===== src/rtl/nf_pkg.sv =====
// Shared types and command constants for the NOR flash model.
// Assumes command addresses are decoded on the low 11 address bits.
package nf_pkg;

    localparam int CMD_AW = 11;

    typedef enum logic [2:0] {
        CS_READ,   // read-array mode
        CS_U1,     // first unlock byte seen
        CS_U2,     // unlock pair complete, waiting for command code
        CS_PROG,   // waiting for program data
        CS_E80,    // erase setup seen
        CS_E1,     // erase: first unlock byte of second pair seen
        CS_E2,     // erase: second unlock pair complete
        CS_ID      // identifier mode
    } cmd_state_t;

    localparam logic [CMD_AW-1:0] UNLOCK_ADDR_A = 11'h555;
    localparam logic [CMD_AW-1:0] UNLOCK_ADDR_B = 11'h2AA;

    localparam logic [7:0] KEY_A      = 8'hAA;
    localparam logic [7:0] KEY_B      = 8'h55;
    localparam logic [7:0] OP_PROGRAM = 8'hA0;
    localparam logic [7:0] OP_ERASE   = 8'h80;
    localparam logic [7:0] OP_SECTOR  = 8'h30;
    localparam logic [7:0] OP_CHIP    = 8'h10;
    localparam logic [7:0] OP_IDENT   = 8'h90;
    localparam logic [7:0] OP_RESET   = 8'hF0;

endpackage


===== src/rtl/nf_cmd_decoder.sv =====
// Command sequence decoder.
// Walks the unlock-prefixed command stream and raises one-cycle
// requests for program, sector erase and chip erase. Writes are
// ignored while busy is high. Assumes ADDR_W >= 11.
module nf_cmd_decoder
    import nf_pkg::*;
#(
    parameter int ADDR_W = 11
) (
    input  logic              clk,
    input  logic              rst_n,
    input  logic              wr,
    input  logic [ADDR_W-1:0] addr,
    input  logic [7:0]        wdata,
    input  logic              busy,
    output logic              prog_we,
    output logic              sec_go,
    output logic              chip_go,
    output logic              id_mode,
    output cmd_state_t        state
);

    cmd_state_t         nxt;
    logic [CMD_AW-1:0]  low;
    logic               wr_ok;
    logic               hit_a;
    logic               hit_b;
    logic               at_a;

    assign low   = addr[CMD_AW-1:0];
    assign wr_ok = wr && !busy;
    assign at_a  = (low == UNLOCK_ADDR_A);
    assign hit_a = at_a && (wdata == KEY_A);
    assign hit_b = (low == UNLOCK_ADDR_B) && (wdata == KEY_B);

    // Next-state and request decode for the current write.
    always_comb begin
        nxt     = state;
        prog_we = 1'b0;
        sec_go  = 1'b0;
        chip_go = 1'b0;
        if (wr_ok) begin
            unique case (state)
                CS_READ: if (hit_a) nxt = CS_U1;
                CS_U1:   nxt = hit_b ? CS_U2 : CS_READ;
                CS_U2: begin
                    if (at_a && wdata == OP_PROGRAM)    nxt = CS_PROG;
                    else if (at_a && wdata == OP_ERASE) nxt = CS_E80;
                    else if (at_a && wdata == OP_IDENT) nxt = CS_ID;
                    else                                nxt = CS_READ;
                end
                CS_PROG: begin
                    prog_we = 1'b1;
                    nxt     = CS_READ;
                end
                CS_E80: nxt = hit_a ? CS_E1 : CS_READ;
                CS_E1:  nxt = hit_b ? CS_E2 : CS_READ;
                CS_E2: begin
                    nxt = CS_READ;
                    if (wdata == OP_SECTOR)              sec_go  = 1'b1;
                    else if (at_a && wdata == OP_CHIP)   chip_go = 1'b1;
                end
                CS_ID: if (wdata == OP_RESET) nxt = CS_READ;
                default: nxt = CS_READ;
            endcase
        end
    end

    // State register.
    always_ff @(posedge clk) begin
        if (!rst_n) state <= CS_READ;
        else        state <= nxt;
    end

    assign id_mode = (state == CS_ID);

endmodule


===== config.mk =====
export PLATFORM = sky130hd
export DESIGN_NAME = nf_cmd_decoder
export DESIGN_NICKNAME = d
export VERILOG_FILES = /design/src/rtl/nf_pkg.sv /design/src/rtl/nf_cmd_decoder.sv
export SDC_FILE = /design/constraint.sdc
export NUM_CORES = 1
export LEC_CHECK = 0
export ABC_AREA = 1
export BUFFER_PORTS_ARGS = -buffer_cell sky130_fd_sc_hd__buf_4
export CAP_MARGIN = 10
export CORE_AREA = 2 2 39 41
export DETAILED_ROUTE_END_ITERATION = 10
export DIE_AREA = 0 0 41 43
export PLACE_DENSITY_LB_ADDON = 0.12
export RECOVER_POWER = 25
export SYNTH_ARGS = -nofsm -noshare
export SYNTH_HDL_FRONTEND = slang
export SYNTH_SLANG_ARGS = --single-unit
export TNS_END_PERCENT = 30

===== constraint.sdc =====
create_clock -name clk -period 1.4 [get_ports clk]
set_clock_uncertainty 0.05 [all_clocks]
set_input_delay 0.14 -clock clk [delete_from_list [all_inputs] [get_ports clk]]
set_output_delay 0.14 -clock clk [all_outputs]
set_load 0.02 [all_outputs]

==> flow_summary.json <==
{
  "finalHoldViolations": 0,
  "worst-path-max-fanout": 8,
  "rsz0062_at_grt": "true",
  "share_comb_of_total_power": 0.326,
  "synth_edf_count": 0,
  "first_global_vias": 674,
  "regMostFlops": "state",
  "grt_usage": 0.198,
  "min_to": "state[0]",
  "grt_pass1_wl_um": 2550,
  "cp.arrival_ps": 1160,
  "synth_most_common_cell": "nand2_1",
  "post-dp-hpwl_um": 1270,
  "placed_cell_area_um2": 795,
  "p_seq_frac": 0.240,
  "grt_max_degree": 9,
  "internal-power_uw": 248,
  "cp-start-kind": "flip-flop",
  "place_congestion": 0.795,
  "drive_gt1_frac": 0.336,
  "die_area_um2": 1760,
  "numCtsBuffers": 3,
  "slew_violations": 0,
  "post-route-util": 0.602,
  "clock-sinks": 3,
  "synth_top_flop_cell": "dfxtp_1",
  "netSwitchingPower_uw": 102,
  "power.leakage_nw": 0.420,
  "synthXorXnorAreaFrac": 0,
  "synthMuxAreaShare": 0,
  "synthTopCellsByArea": "nand2_1 19%, nor2_1 14%, inv_1 14%, nand3_1 13%, dfxtp_1 11%",
  "start_util": 0.398,
  "avgSynthCellArea_um2": 4.87,
  "min_period_ps": 1350,
  "vias_per_cell": 4.81,
  "crit_family": "flip-flops",
  "outcome": "complete, no violations",
  "clock_latency_ps": 230,
  "grt_antenna_before_repair": 0,
  "min_from": "rst_n",
  "sw_frac_of_total": 0.292,
  "drt_first_pass_iters": 4,
  "tightest_slew_ps": 394,
  "vias": 779,
  "power_uw": 350,
  "root_buffer": "clkbuf_4",
  "cpPeakStageDelay_ps": 390,
  "ant_nets": 0,
  "timing.critical_path.cells": "nand4_1 -> nor4_2 -> buf_4",
  "cp-end-kind": "output port",
  "avgRoutedWirePerCell_um": 9.23,
  "top_regs": "state (3)",
  "syn_inst": 113,
  "regToRegSetupSlack_ps": 170,
  "port_buffers": 29,
  "antenna_cells": 0,
  "ioPinCount": 30,
  "p_clk_frac": 0.435,
  "ys_ff_latch": 3,
  "setup_viol": 0,
  "async_flop_share": 0,
  "yosys-top-cells-count": "28 x nand2_1, 21 x nor2_1, 20 x inv_1",
  "setup_tns_ps": 0,
  "yosysUniqueCellTypes": 18,
  "drc": 0,
  "design_area_um2": 833,
  "hold_depth": 3,
  "htreeDepth": 1,
  "rows": 14,
  "slew_headroom": 0.735,
  "cts_tree": "yes",
  "layout.nets": 170,
  "synth_top_family_by_area": "simple AND/OR/NAND/NOR gates",
  "fmax_mhz": 740,
  "postCtsHoldBufs": 0,
  "yosysSeqAreaShare": 0.109,
  "cp_slowest_cell": "dfxtp_2",
  "largest_reg_flops": 3,
  "fillCellCount": 153,
  "synth.cell_area_um2": 551,
  "core_um2": 1380,
  "required_ps": 1210,
  "peakVddDrop_uv": 247,
  "synth_top_area_share": 0.191,
  "cp_num_buf_inv": 1,
  "wl_um": 1500,
  "yosys.area_share.simple": 0.684,
  "fin_crit_sh": 0.966,
  "pwr_density_cell_nw_per_um2": 420,
  "cts_buffer_depth": 2,
  "synth_fa_ha_area_frac": 0,
  "syn_nets": 136,
  "globalRouteOverflowTotal": 0,
  "r2r_cells": 5,
  "cts.clk_slew.worst_paths_ps": 40,
  "die_x_um": 41,
  "hold_path.class": "primary input to flip-flop",
  "worstReg2RegStart": "state[2]",
  "synth_compound_area_frac": 0.0432,
  "die_h_um": 43,
  "crit_type": "flip-flop to output port",
  "finalNonFillerCells": 162,
  "drt_iter0_drc": 11,
  "areaGrowthSynthToFinish_pct": 51.4,
  "r2r_end": "state[1]",
  "maxCapViolations": 0,
  "yosysWarnings": 0,
  "dp_cells": 158,
  "synth_top_cell_by_area": "nand2_1"
}
-- kinds of logic (layout without fill, tap and decap cells) --
family / after synthesis / after routing
compound gates: 4 / 4
flops: 3 / 3
buf+inv: 24 / 57
simple gates: 82 / 82
-- per-stage QoR --
stage	setup slack, ps	hold slack (ps)
after floorplan	-136	211
after global placement	166	330
after detailed placement	115	332
after CTS	4.93	91.7
after global routing	-43.1	115
final	48.0	90.9
-- placed cells by master (no fill, tap or decap), drive strengths merged --
cell | Yosys | final
nand2 | 30 | 30
buf | 0 | 29
nor2 | 25 | 25
inv | 23 | 23
nand3 | 14 | 14
nand4 | 5 | 5
nor3 | 5 | 5
clkbuf | 0 | 4
a21oi | 3 | 3
dfxtp | 3 | 3
nor4 | 2 | 2
clkinv | 1 | 1
o21ai | 1 | 1
or2 | 1 | 1
-- cell type report --
| cell class | instances | area (um2) | share of cell area |
|---|---|---|---|
| inverters | 24 | 90.1 | 0.108 |
| well taps | 16 | 20.0 | 0.0240 |
| multi-input cells | 86 | 413 | 0.495 |
| clock buffers | 4 | 26.3 | 0.0315 |
| flip-flops and latches | 3 | 66.3 | 0.0796 |
| repair buffers | 29 | 218 | 0.261 |
-- power by group through the flow --
stage / sequential (mW) / combinational, mW / clock (mW)
2_1_floorplan: 0.0872 / 0.0460 / 0
3_3_place_gp: 0.0872 / 0.111 / 0
3_5_place_dp: 0.0872 / 0.114 / 0
4_1_cts: 0.0858 / 0.114 / 0.156
5_1_grt: 0.0838 / 0.131 / 0.166
6_report: 0.0840 / 0.114 / 0.152
-- worst max-delay path by stage --
| stage | startpoint | end | slack (ps) | cells after the start |
|---|---|---|---|---|
| after floorplan | state[2] | sec_go | -140 | 2 |
| after global placement | state[1] | chip_go | 170 | 3 |
| after detailed placement | state[1] | state[1] | 110 | 8 |
| final | state[1] | sec_go | 50 | 3 |
| after global routing | state[0] | sec_go | -40 | 4 |
| after CTS | state[0] | sec_go | 5 | 4 |
-- worst min-delay path, delay by kind of cell --
kind,cells,cell delay [ps]
and+or+nand+nor,2,120
buffers and inverters,1,80
-- layer usage --
metal	track usage	vias to the layer above	routed length (um)
met2	0.331	25	738
met5	0	-	0
met1	0.263	335	662
met3	0.0157	0	94
met4	0.0400	0	0
li1	-	419	-
-- what timing repair did --
| item | CTS | global route |
|---|---|---|
| pin swaps | 1 | 0 |
| endpoints found under the setup margin | 2 | 2 |
| endpoints found under the hold margin | 0 | 0 |
| buffers inserted | 0 | 0 |
| gates resized for setup | 3 | 3 |
No activity file was read; power rests on OpenSTA's default activity.
